[config.mk]
export PLATFORM = sky130hd
export DESIGN_NAME = txs_serial_tx
export DESIGN_NICKNAME = d
export VERILOG_FILES = /design/src/rtl/txs_pkg.sv /design/src/rtl/txs_holdbuf.sv /design/src/rtl/txs_bit_timer.sv /design/src/rtl/txs_shifter.sv /design/src/rtl/txs_sequencer.sv /design/src/rtl/txs_serial_tx.sv
export SDC_FILE = /design/constraint.sdc
export NUM_CORES = 1
export LEC_CHECK = 0
export ABC_AREA = 1
export BUFFER_PORTS_ARGS = -buffer_cell sky130_fd_sc_hd__buf_2
export CORE_MARGIN = 2
export CORE_UTILIZATION = 60
export CTS_BUF_LIST = sky130_fd_sc_hd__clkbuf_8 sky130_fd_sc_hd__clkbuf_16
export CTS_CLUSTER_SIZE = 28
export DETAILED_ROUTE_END_ITERATION = 12
export PLACE_DENSITY = 0.81
export SLEW_MARGIN = 20
export SYNTH_ARGS = -nofsm -noshare
export SYNTH_HDL_FRONTEND = slang
export SYNTH_HIERARCHICAL = 1
export SYNTH_SLANG_ARGS = --single-unit
[constraint.sdc]
create_clock -name clk -period 3.8 [get_ports clk]
set_input_delay 0.38 -clock clk [delete_from_list [all_inputs] [get_ports clk]]
set_output_delay 0.38 -clock clk [all_outputs]
set_load 0.03 [all_outputs]
[src/rtl/txs_pkg.sv]
package txs_pkg;
    typedef enum logic [2:0] {
        ST_IDLE,
        ST_START,
        ST_DATA,
        ST_PARITY,
        ST_STOP1,
        ST_STOP2
    } txs_state_e;
endpackage

[src/rtl/txs_holdbuf.sv]
module txs_holdbuf #(
    parameter int DATA_W = 8
) (
    input  logic              clk,
    input  logic              rst_n,
    input  logic              load,
    input  logic [DATA_W-1:0] din,
    input  logic              take,
    output logic              full,
    output logic [DATA_W-1:0] dout
);
    logic accept;

    // A byte is accepted when the slot is empty or is being emptied this cycle.
    assign accept = load && (!full || take);

    always_ff @(posedge clk or negedge rst_n) begin
        if (!rst_n) begin
            full <= 1'b0;
            dout <= '0;
        end else begin
            if (accept) begin
                dout <= din;
                full <= 1'b1;
            end else if (take) begin
                full <= 1'b0;
            end
        end
    end

    p_full_after_load_r1: assert property (@(posedge clk) disable iff (!rst_n)
        (load && !full) |=> full);
    p_ignore_when_full_r1: assert property (@(posedge clk) disable iff (!rst_n)
        (load && full && !take) |=> $stable(dout));
    p_accept_on_take_r11: assert property (@(posedge clk) disable iff (!rst_n)
        (load && take) |=> full);
endmodule

[src/rtl/txs_bit_timer.sv]
module txs_bit_timer #(
    parameter int CPB_W = 13
) (
    input  logic             clk,
    input  logic             rst_n,
    input  logic             restart,
    input  logic             running,
    input  logic [CPB_W-1:0] bit_clocks_in,
    output logic             bit_end
);
    logic [CPB_W-1:0] len_q;
    logic [CPB_W-1:0] cnt_q;

    assign bit_end = running && (cnt_q == len_q - 1'b1);

    always_ff @(posedge clk or negedge rst_n) begin
        if (!rst_n) begin
            len_q <= {{(CPB_W-1){1'b0}}, 1'b1};
            cnt_q <= '0;
        end else if (restart) begin
            // zero is clamped to a one-clock bit
            len_q <= (bit_clocks_in == '0) ? {{(CPB_W-1){1'b0}}, 1'b1} : bit_clocks_in;
            cnt_q <= '0;
        end else if (running) begin
            cnt_q <= bit_end ? '0 : cnt_q + 1'b1;
        end
    end

    p_len_hold_r10: assert property (@(posedge clk) disable iff (!rst_n)
        (running && !restart) |=> $stable(len_q));
    p_len_nonzero_r6: assert property (@(posedge clk) disable iff (!rst_n)
        restart |=> (len_q != '0));
endmodule

[src/rtl/txs_shifter.sv]
module txs_shifter #(
    parameter int DATA_W = 8
) (
    input  logic              clk,
    input  logic              rst_n,
    input  logic              take,
    input  logic [DATA_W-1:0] din,
    input  logic              msb_first_in,
    input  logic              odd_in,
    input  logic              shift,
    output logic              data_bit,
    output logic              parity_bit
);
    logic [DATA_W-1:0] sh_q;
    logic              msb_q;
    logic              par_q;

    assign data_bit   = msb_q ? sh_q[DATA_W-1] : sh_q[0];
    assign parity_bit = par_q;

    always_ff @(posedge clk or negedge rst_n) begin
        if (!rst_n) begin
            sh_q  <= '0;
            msb_q <= 1'b0;
            par_q <= 1'b0;
        end else if (take) begin
            sh_q  <= din;
            msb_q <= msb_first_in;
            par_q <= (^din) ^ odd_in;
        end else if (shift) begin
            if (msb_q) sh_q <= {sh_q[DATA_W-2:0], 1'b0};
            else       sh_q <= {1'b0, sh_q[DATA_W-1:1]};
        end
    end

    p_order_hold_r10: assert property (@(posedge clk) disable iff (!rst_n)
        !take |=> $stable(msb_q) && $stable(par_q));
endmodule

[src/rtl/txs_sequencer.sv]
module txs_sequencer
    import txs_pkg::*;
#(
    parameter int DATA_W = 8
) (
    input  logic clk,
    input  logic rst_n,
    input  logic full,
    input  logic bit_end,
    input  logic two_stop_in,
    input  logic data_bit,
    input  logic parity_bit,
    output logic take,
    output logic shift,
    output logic running,
    output logic stop_phase,
    output logic frame_done,
    output logic ser_out
);
    localparam int IDX_W = $clog2(DATA_W);
    localparam logic [IDX_W-1:0] LAST_IDX = IDX_W'(DATA_W - 1);

    txs_state_e       state_q, state_d;
    logic [IDX_W-1:0] idx_q;
    logic             two_q;
    logic             last_stop;

    assign last_stop  = (state_q == ST_STOP2) || (state_q == ST_STOP1 && !two_q);
    assign frame_done = bit_end && last_stop;
    assign take       = full && ((state_q == ST_IDLE) || frame_done);
    assign shift      = bit_end && (state_q == ST_DATA);

    always_ff @(posedge clk or negedge rst_n) begin
        if (!rst_n) begin
            state_q <= ST_IDLE;
            idx_q   <= '0;
            two_q   <= 1'b0;
        end else begin
            state_q <= state_d;
            if (take) begin
                two_q <= two_stop_in;
                idx_q <= '0;
            end else if (shift) begin
                idx_q <= idx_q + 1'b1;
            end
        end
    end

    always_comb begin
        state_d = state_q;
        unique case (state_q)
            ST_IDLE:   if (full) state_d = ST_START;
            ST_START:  if (bit_end) state_d = ST_DATA;
            ST_DATA:   if (bit_end && idx_q == LAST_IDX) state_d = ST_PARITY;
            ST_PARITY: if (bit_end) state_d = ST_STOP1;
            ST_STOP1:  if (bit_end) state_d = two_q ? ST_STOP2 : (full ? ST_START : ST_IDLE);
            ST_STOP2:  if (bit_end) state_d = full ? ST_START : ST_IDLE;
            default:   state_d = ST_IDLE;
        endcase
    end

    always_comb begin
        running    = 1'b1;
        stop_phase = 1'b0;
        ser_out    = 1'b1;
        unique case (state_q)
            ST_IDLE:   running = 1'b0;
            ST_START:  ser_out = 1'b0;
            ST_DATA:   ser_out = data_bit;
            ST_PARITY: ser_out = parity_bit;
            ST_STOP1,
            ST_STOP2:  stop_phase = 1'b1;
            default:   running = 1'b0;
        endcase
    end

    p_stop2_needs_two_r7: assert property (@(posedge clk) disable iff (!rst_n)
        (state_q == ST_STOP2) |-> two_q);
    p_one_hot_done_r8: assert property (@(posedge clk) disable iff (!rst_n)
        frame_done |=> !frame_done);
endmodule

[src/rtl/txs_serial_tx.sv]
module txs_serial_tx #(
    parameter int CPB_W  = 13,
    parameter int DATA_W = 8
) (
    input  logic              clk,
    input  logic              rst_n,
    input  logic              load,
    input  logic [DATA_W-1:0] load_data,
    input  logic [CPB_W-1:0]  bit_clocks,
    input  logic              two_stop,
    input  logic              odd_par,
    input  logic              msb_first,
    output logic              ser_out,
    output logic              busy,
    output logic              buf_full,
    output logic              stop_phase,
    output logic              frame_done
);
    logic              take;
    logic              shift;
    logic              bit_end;
    logic              data_bit;
    logic              parity_bit;
    logic [DATA_W-1:0] held;

    txs_holdbuf #(.DATA_W(DATA_W)) u_buf (
        .clk(clk), .rst_n(rst_n), .load(load), .din(load_data),
        .take(take), .full(buf_full), .dout(held)
    );

    txs_bit_timer #(.CPB_W(CPB_W)) u_timer (
        .clk(clk), .rst_n(rst_n), .restart(take), .running(busy),
        .bit_clocks_in(bit_clocks), .bit_end(bit_end)
    );

    txs_shifter #(.DATA_W(DATA_W)) u_shift (
        .clk(clk), .rst_n(rst_n), .take(take), .din(held),
        .msb_first_in(msb_first), .odd_in(odd_par), .shift(shift),
        .data_bit(data_bit), .parity_bit(parity_bit)
    );

    txs_sequencer #(.DATA_W(DATA_W)) u_seq (
        .clk(clk), .rst_n(rst_n), .full(buf_full), .bit_end(bit_end),
        .two_stop_in(two_stop), .data_bit(data_bit), .parity_bit(parity_bit),
        .take(take), .shift(shift), .running(busy), .stop_phase(stop_phase),
        .frame_done(frame_done), .ser_out(ser_out)
    );

    p_start_low_r3: assert property (@(posedge clk) disable iff (!rst_n)
        $rose(busy) |-> !ser_out);
    p_stop_high_r7: assert property (@(posedge clk) disable iff (!rst_n)
        stop_phase |-> ser_out);
    p_idle_high_r3: assert property (@(posedge clk) disable iff (!rst_n)
        !busy |-> ser_out);
    p_done_idle_r8: assert property (@(posedge clk) disable iff (!rst_n)
        (frame_done && !buf_full) |=> !busy);
    p_chain_r9: assert property (@(posedge clk) disable iff (!rst_n)
        (frame_done && buf_full) |=> (busy && !stop_phase && !ser_out));
    p_start_empties_r2: assert property (@(posedge clk) disable iff (!rst_n)
        (!busy && buf_full && !load) |=> (busy && !buf_full));
endmodule

==> Yosys cells after proc, flatten, opt, wreduce, memory -nomap -nowiden <==
Cells that the tools add are included.
{ "classes": {"n_reduce_logical": 21, "eq_ne": 13, "n_bitwise": 1, "muxes": 24, "n_mul": 0, "n_addsub": 3, "n_shift": 0, "n_lt_le_gt_ge": 0, "div": 0} }
{ "ops": {"columns": ["op", "n"], "rows": [
  ["2-to-1 mux 13 bit", 4],
  ["2-to-1 mux 3 bit", 9],
  ["2-to-1 mux 8 bit", 3],
  ["one-hot mux 3 bit (6 select lines)", 1],
  ["adder 13 x 1 -> 13 bit (second input constant)", 1],
  ["equality test 13 bit", 1],
  ["zero test 13 bit", 1],
  ["subtractor 13 x 1 -> 13 bit (second input constant)", 1],
  ["equality test 3 bit (second input constant)", 3],
  ["!= test 2 x 1 -> 1 bit (second input constant)", 4],
  ["parity 8 bit", 1],
  ["logical AND 1 bit", 7],
  ["equality test 3 x 2 -> 1 bit (second input constant)", 2],
  ["2-to-1 mux 1 bit", 6],
  ["AND reduction 6 bit", 1],
  ["nonzero test 2 bit", 3],
  ["OR reduction 5 bit", 1],
  ["!= test 2 bit (second input constant)", 2],
  ["adder 3 x 1 -> 3 bit (second input constant)", 1],
  ["equality test 3 x 1 -> 1 bit (second input constant)", 1],
  ["zero test 3 bit", 1],
  ["logical OR 1 bit", 3],
  ["one-hot mux 1 bit (3 select lines)", 1],
  ["zero test 1 bit", 2],
  ["other kinds (2)", 2]
]} }
{ "word_totals": {"inputBits": 27, "latchBits": 0, "regBits": 52, "ram_bits": 0, "word_cells": 72, "memories": 0, "rom_bits": 0} }

==> Depth between registers and ports, before layout <==
{ "logic_depth": {"depth_word": 10, "ltp_mapped": 19, "depth_no_buf": 18} }

==> Modules after synthesis <==
The synthesis kept the hierarchy.
{ "by_module_without_submodules": {"columns": ["module", "area_per_inst_um2", "cells_each", "instances"], "rows": [
  ["txs_bit_timer", 1828.0, 270, 1],
  ["txs_shifter", 679.4, 97, 1],
  ["txs_sequencer", 520.5, 67, 1],
  ["txs_holdbuf", 362.8, 38, 1]
]} }

==> Worst setup path before layout <==
No wires, ideal clock.
{ "synth_path": {"kind": "register -> register", "from": "register u_seq.state_q[1]", "to": "register u_timer.cnt_q[0]", "slack_ns": 0.967, "t_arrival_ns": 2.715, "setup_time_ns": 0.117, "path_stages_with_launch": 17, "synth_period_minus_slack_ns": 2.833, "path_cell_list": "dfrtp_1 > buf_6 > nor2_2 > o21ai_2 > inv_1 > a21oi_1 > nand3_1 > a21oi_1 > nand4_1 > nor2_1 > nand3_4 > a21oi_4 > buf_2 > nor2_1 > clkbuf_1 > nand2_1 > nand2_1"} }
{ "synth_via": {"elab_chain_len": 8, "word_cells_on_any_way": 18, "cone_classes": "eq/ne: 5; mux: 4; reduce/logical: 9"} }
{ "synth_rtl": {"columns": ["element", "line_no", "text"], "rows": [
  ["from (decl)", "txs_sequencer.sv:23", "txs_state_e state_q, state_d;"],
  ["from (signal assigned)", "txs_sequencer.sv:39", "state_q <= state_d;"],
  ["equality test 3 x 1 -> 1 bit (tied with other cells)", "txs_sequencer.sv:66", "unique case (state_q)"],
  ["OR reduction 5 bit (no line) (*)", null, null],
  ["2-to-1 mux 1 bit (*)", "txs_sequencer.sv:66", null],
  ["named net busy", "txs_serial_tx.sv:14", "output logic busy,"],
  ["logical AND 1 bit (*)", "txs_bit_timer.sv:14", "assign bit_end = running && (cnt_q == len_q - 1'b1);"],
  ["named net bit_end", "txs_serial_tx.sv:21", "logic bit_end;"],
  ["logical AND 1 bit (*)", "txs_sequencer.sv:29", "assign frame_done = bit_end && last_stop;"],
  ["logical OR 1 bit (*)", "txs_sequencer.sv:30", "assign take = full && ((state_q == ST_IDLE) || frame_done);"],
  ["logical AND 1 bit (*)", "txs_sequencer.sv:30", null],
  ["named net take", "txs_serial_tx.sv:19", "logic take;"],
  ["2-to-1 mux 13 bit / nonzero test 2 bit (equally long branches)", null, null],
  ["to (signal assigned)", "txs_bit_timer.sv:25", "cnt_q <= bit_end ? '0 : cnt_q + 1'b1;"],
  ["to (decl)", "txs_bit_timer.sv:12", "logic [CPB_W-1:0] cnt_q;"]
]} }
The timed path passes the listed nets; every way through them passes the cells marked *. The select of a mux whose other input is x is not followed.
A chain may end at the register's enable or synchronous reset.

==> Final worst setup path <==
{ "layout_path": {"from": "register u_seq.state_q[1]", "to": "register u_timer.cnt_q[10]"} }
{ "layout_via": {"elab_chain_len": 8, "word_cells_on_any_way": 18, "cone_classes": "eq/ne: 5; mux: 4; reduce/logical: 9"} }
{ "layout_rtl": {"columns": ["element", "line_no"], "rows": [
  ["equality test 3 x 1 -> 1 bit (tied with other cells)", "txs_sequencer.sv:66"],
  ["OR reduction 5 bit (no line) (*)", null],
  ["2-to-1 mux 1 bit (*)", "txs_sequencer.sv:66"],
  ["logical AND 1 bit (*)", "txs_bit_timer.sv:14"],
  ["named net bit_end", "txs_serial_tx.sv:21"],
  ["logical AND 1 bit (*)", "txs_sequencer.sv:29"],
  ["logical OR 1 bit (*)", "txs_sequencer.sv:30"],
  ["logical AND 1 bit (*)", "txs_sequencer.sv:30"],
  ["named net take", "txs_serial_tx.sv:19"],
  ["2-to-1 mux 13 bit / nonzero test 2 bit (equally long branches)", null]
]} }
Marked as above.

==> results.ini <==
[finish]
fillers = 514
utilization_pct = 67.4
fin_nets = 534
stdcell_area_mm2 = 0.00369
multiInputGateArea_mm2 = 0.00180
regArea_mm2 = 0.00130
antennaDiodeCount = 0
area_delta_synth_final_pct = 8.82
final_cells = 576
drive_gt1_share_pct = 15.1

[global_route]
grt_usage_pct = 25.8
grt-ovfl-total = 0
antenna_found_initial = 0
grt_pass1_vias = 3014
grt_pass1_wl_um = 13000
grt_max_degree = 33

[floorplan]
dieArea_mm2 = 0.00627
num_io_pins = 32
die_w_um = 79.2
core_area_mm2 = 0.00547
start_util_pct = 62.0
rows = 27
die_h_um = 79.2

[pwr]
pwr_density_cell_mw_per_mm2 = 754
p_leak_uw = 0.00192
ir_worst_vdd_uv = 564

[cts]
htreeDepth = 2
cts-root-buf = clkbuf_8
ctsLongestPathBuffers = 2
cts_tree = yes
cts.repair.resized = 0
cts_buffers = 5
clock_sinks = 52
clk_latency_ps = 310
clk_pin_slew_worst_paths_ps = 100
holdBufCountCts = 0
post_cts_buffers = 0

[synth]
yosysSeqAreaShare_pct = 38.4
synthFlopType = dfrtp_1
synth_warnings = 6
synth_top_area_share_pct = 37.6
synth.largest_area_cell = dfrtp_1
synth_area_leaders = dfrtp_1 38%, nand2_1 19%, inv_1 6.1%
syn_avg_cell_area_um2 = 7.18
syn_inst = 472
synth.distinct_cells = 43
async_flop_share_pct = 100
synth_seq_cells = 52
synth_edf_count = 0
syn_nets = 503
synthesis.area_mm2 = 0.00339

[setup_path]
crit_buf_inv = 2
critPathMaxStageDelay_ps = 640
worstPathArrival_ps = 3540
cp_cell_sequence = nor2_2 > o21ai_2 > inv_1 > a21oi_1 > nand3_1 > a21oi_1 > nand4_1 > nor2_1 > nand3_4 > a21oi_4 > nor2_1 > clkinv_1 > nor2_1 > nand3_1 > nand2_1
path_delay_family = simple AND/OR/NAND/NOR gates
crit_top_cell = nor2_1
critPathCaptureType = flip-flop
cp-start-kind = flip-flop
rrSetupSlack_ps = 460
reg2reg_from = u_seq/state_q[1]
crit_type = flip-flop to flip-flop
critPathSlowestCell = dfrtp_1
worstPathRequired_ps = 4000
reg2reg_depth = 15
r2r_end = u_timer/cnt_q[10]
crit_fanout = 18

[job]
cap_violations = 0

[status]
outcome = finished clean

[timing]
tns_ps = 0
rsz0062_at_grt = false
layout_min_cycle_time_ps = 3340
hold_violations = 0
finalSetupViolCount = 0
max_clock_freq_ghz = 0.300
skew_ps = 6.53
slew_violations = 0
relSlewSlack_pct = 45.2
period_share_pct = 87.8
tightest_slew_ps = 818

[placed_design]
placed_cells = 568
place_area_mm2 = 0.00360
hpwl_um = 5660
portBuffers = 31
place.gp.congestion = 0.937

[detailed_routing]
ant_nets = 0
vias = 3034
viasPerCell = 5.27
wirelength_um = 7300
drc_errors = 0
drtIter0Drc = 161
drtPass1Iterations = 4
wl_per_cell_um = 12.7

[min_path]
hold_class = primary input to asynchronous set/reset pin

area by class of cell:
cell class              count  share of cell area [%]
clock buffers               5                    1.87
clock inverters             3                   0.610
inverters                  60                    6.17
multi-input cells         351                    48.7
flip-flops and latches     52                    35.3
well taps                  72                    2.44
repair buffers             33                    4.95
routing by layer:
layer  vias up  track usage (%)  part of all wire (%)
li1       1572                -                     -
met1      1392             29.2                    42
met2        59             49.6                    53
met3        11             3.30                   3.1
met4         0             8.45                   1.5
met5         -                0                     0
power by group:
group	switching, µW	internal (µW)	leakage [µW]
Combinational	926	517	0.00121
Clock	194	132	0.0000485
Sequential	252	760	0.000664
Total	1370	1410	0.00192
worst register-to-register path, delay by kind of cell, from the launching register on:
kind                   cells  cell delay [ps]
flip-flops                 1              640
buffers and inverters      2              320
AND/OR/NAND/NOR            9             1250
AO/OA/AOI/OAI              4             1030
logic make-up after synthesis:
group | after synthesis | synth area share, %
compound gates | 43 | 8.27
buf+inv | 69 | 8.63
simple gates | 286 | 38.4
xor+xnor | 16 | 4.13
mux | 2 | 0.664
fa+ha+maj | 4 | 1.48
flops | 52 | 38.4
synthesized netlist by cell type, types with 3 or more instances:
| master | n |
|---|---|
| nand2_2 | 7 |
| a21oi_1 | 4 |
| xnor2_1 | 4 |
| dfrtp_1 | 51 |
| o21ai_0 | 14 |
| buf_6 | 3 |
| nand2_1 | 174 |
| clkbuf_1 | 3 |
| nand3_1 | 39 |
| nor2_1 | 31 |
| o221ai_1 | 6 |
| nand3_2 | 4 |
| xor2_1 | 12 |
| nor2_4 | 3 |
| nand3b_1 | 4 |
| ha_1 | 4 |
| inv_1 | 55 |
| nor3_1 | 7 |
| nor2_2 | 4 |
| o21ai_1 | 9 |
| nand4_1 | 4 |
| inv_2 | 3 |
worst max-delay path by stage:
stage	from	depth (start not counted)	slack, ps	to
2_1_floorplan	u_seq/state_q[1]	16	970	u_timer/cnt_q[0]
3_3_place_gp	u_seq/state_q[1]	15	560	u_timer/cnt_q[10]
3_5_place_dp	u_seq/state_q[1]	15	460	u_timer/cnt_q[10]
4_1_cts	u_seq/state_q[1]	15	450	u_timer/cnt_q[10]
5_1_grt	u_seq/state_q[1]	15	90	u_timer/cnt_q[11]
6_report	u_seq/state_q[1]	15	460	u_timer/cnt_q[10]
sequential cells by signal, indices dropped and copies added, names as in the netlist:
| signal | count |
|---|---|
| u_seq/two_q | 1 |
| u_shift/msb_q | 1 |
| u_buf/full | 1 |
| u_timer/cnt_q | 13 |
| u_timer/len_q | 13 |
| u_seq/idx_q | 3 |
| u_buf/dout | 8 |
| u_shift/parity_bit | 1 |
| u_shift/sh_q | 8 |
| u_seq/state_q | 3 |
placed cells by master, fill, tap and decap left out, types with 5 or more instances in the layout:
master / n
buf_2: 31
clkbuf_8: 5
dfrtp_1: 51
inv_1: 55
nand2_1: 174
nand2_2: 7
nand3_1: 39
nor2_1: 31
nor3_1: 7
o21ai_0: 14
o21ai_1: 9
o221ai_1: 6
xor2_1: 12
stage by stage:
| step | power (µW) | hold slack, ps | worst slack (ps) |
|---|---|---|---|
| 2_1_floorplan | 2140 | 84.4 | 967 |
| 3_3_place_gp | 2410 | 359 | 559 |
| 3_5_place_dp | 2470 | 363 | 465 |
| 4_1_cts | 2800 | 11.6 | 451 |
| 5_1_grt | 3070 | 28.9 | 87.0 |
| 6_report | 2780 | 8.84 | 463 |
Note: power is estimated with default switching activity, not from simulation.
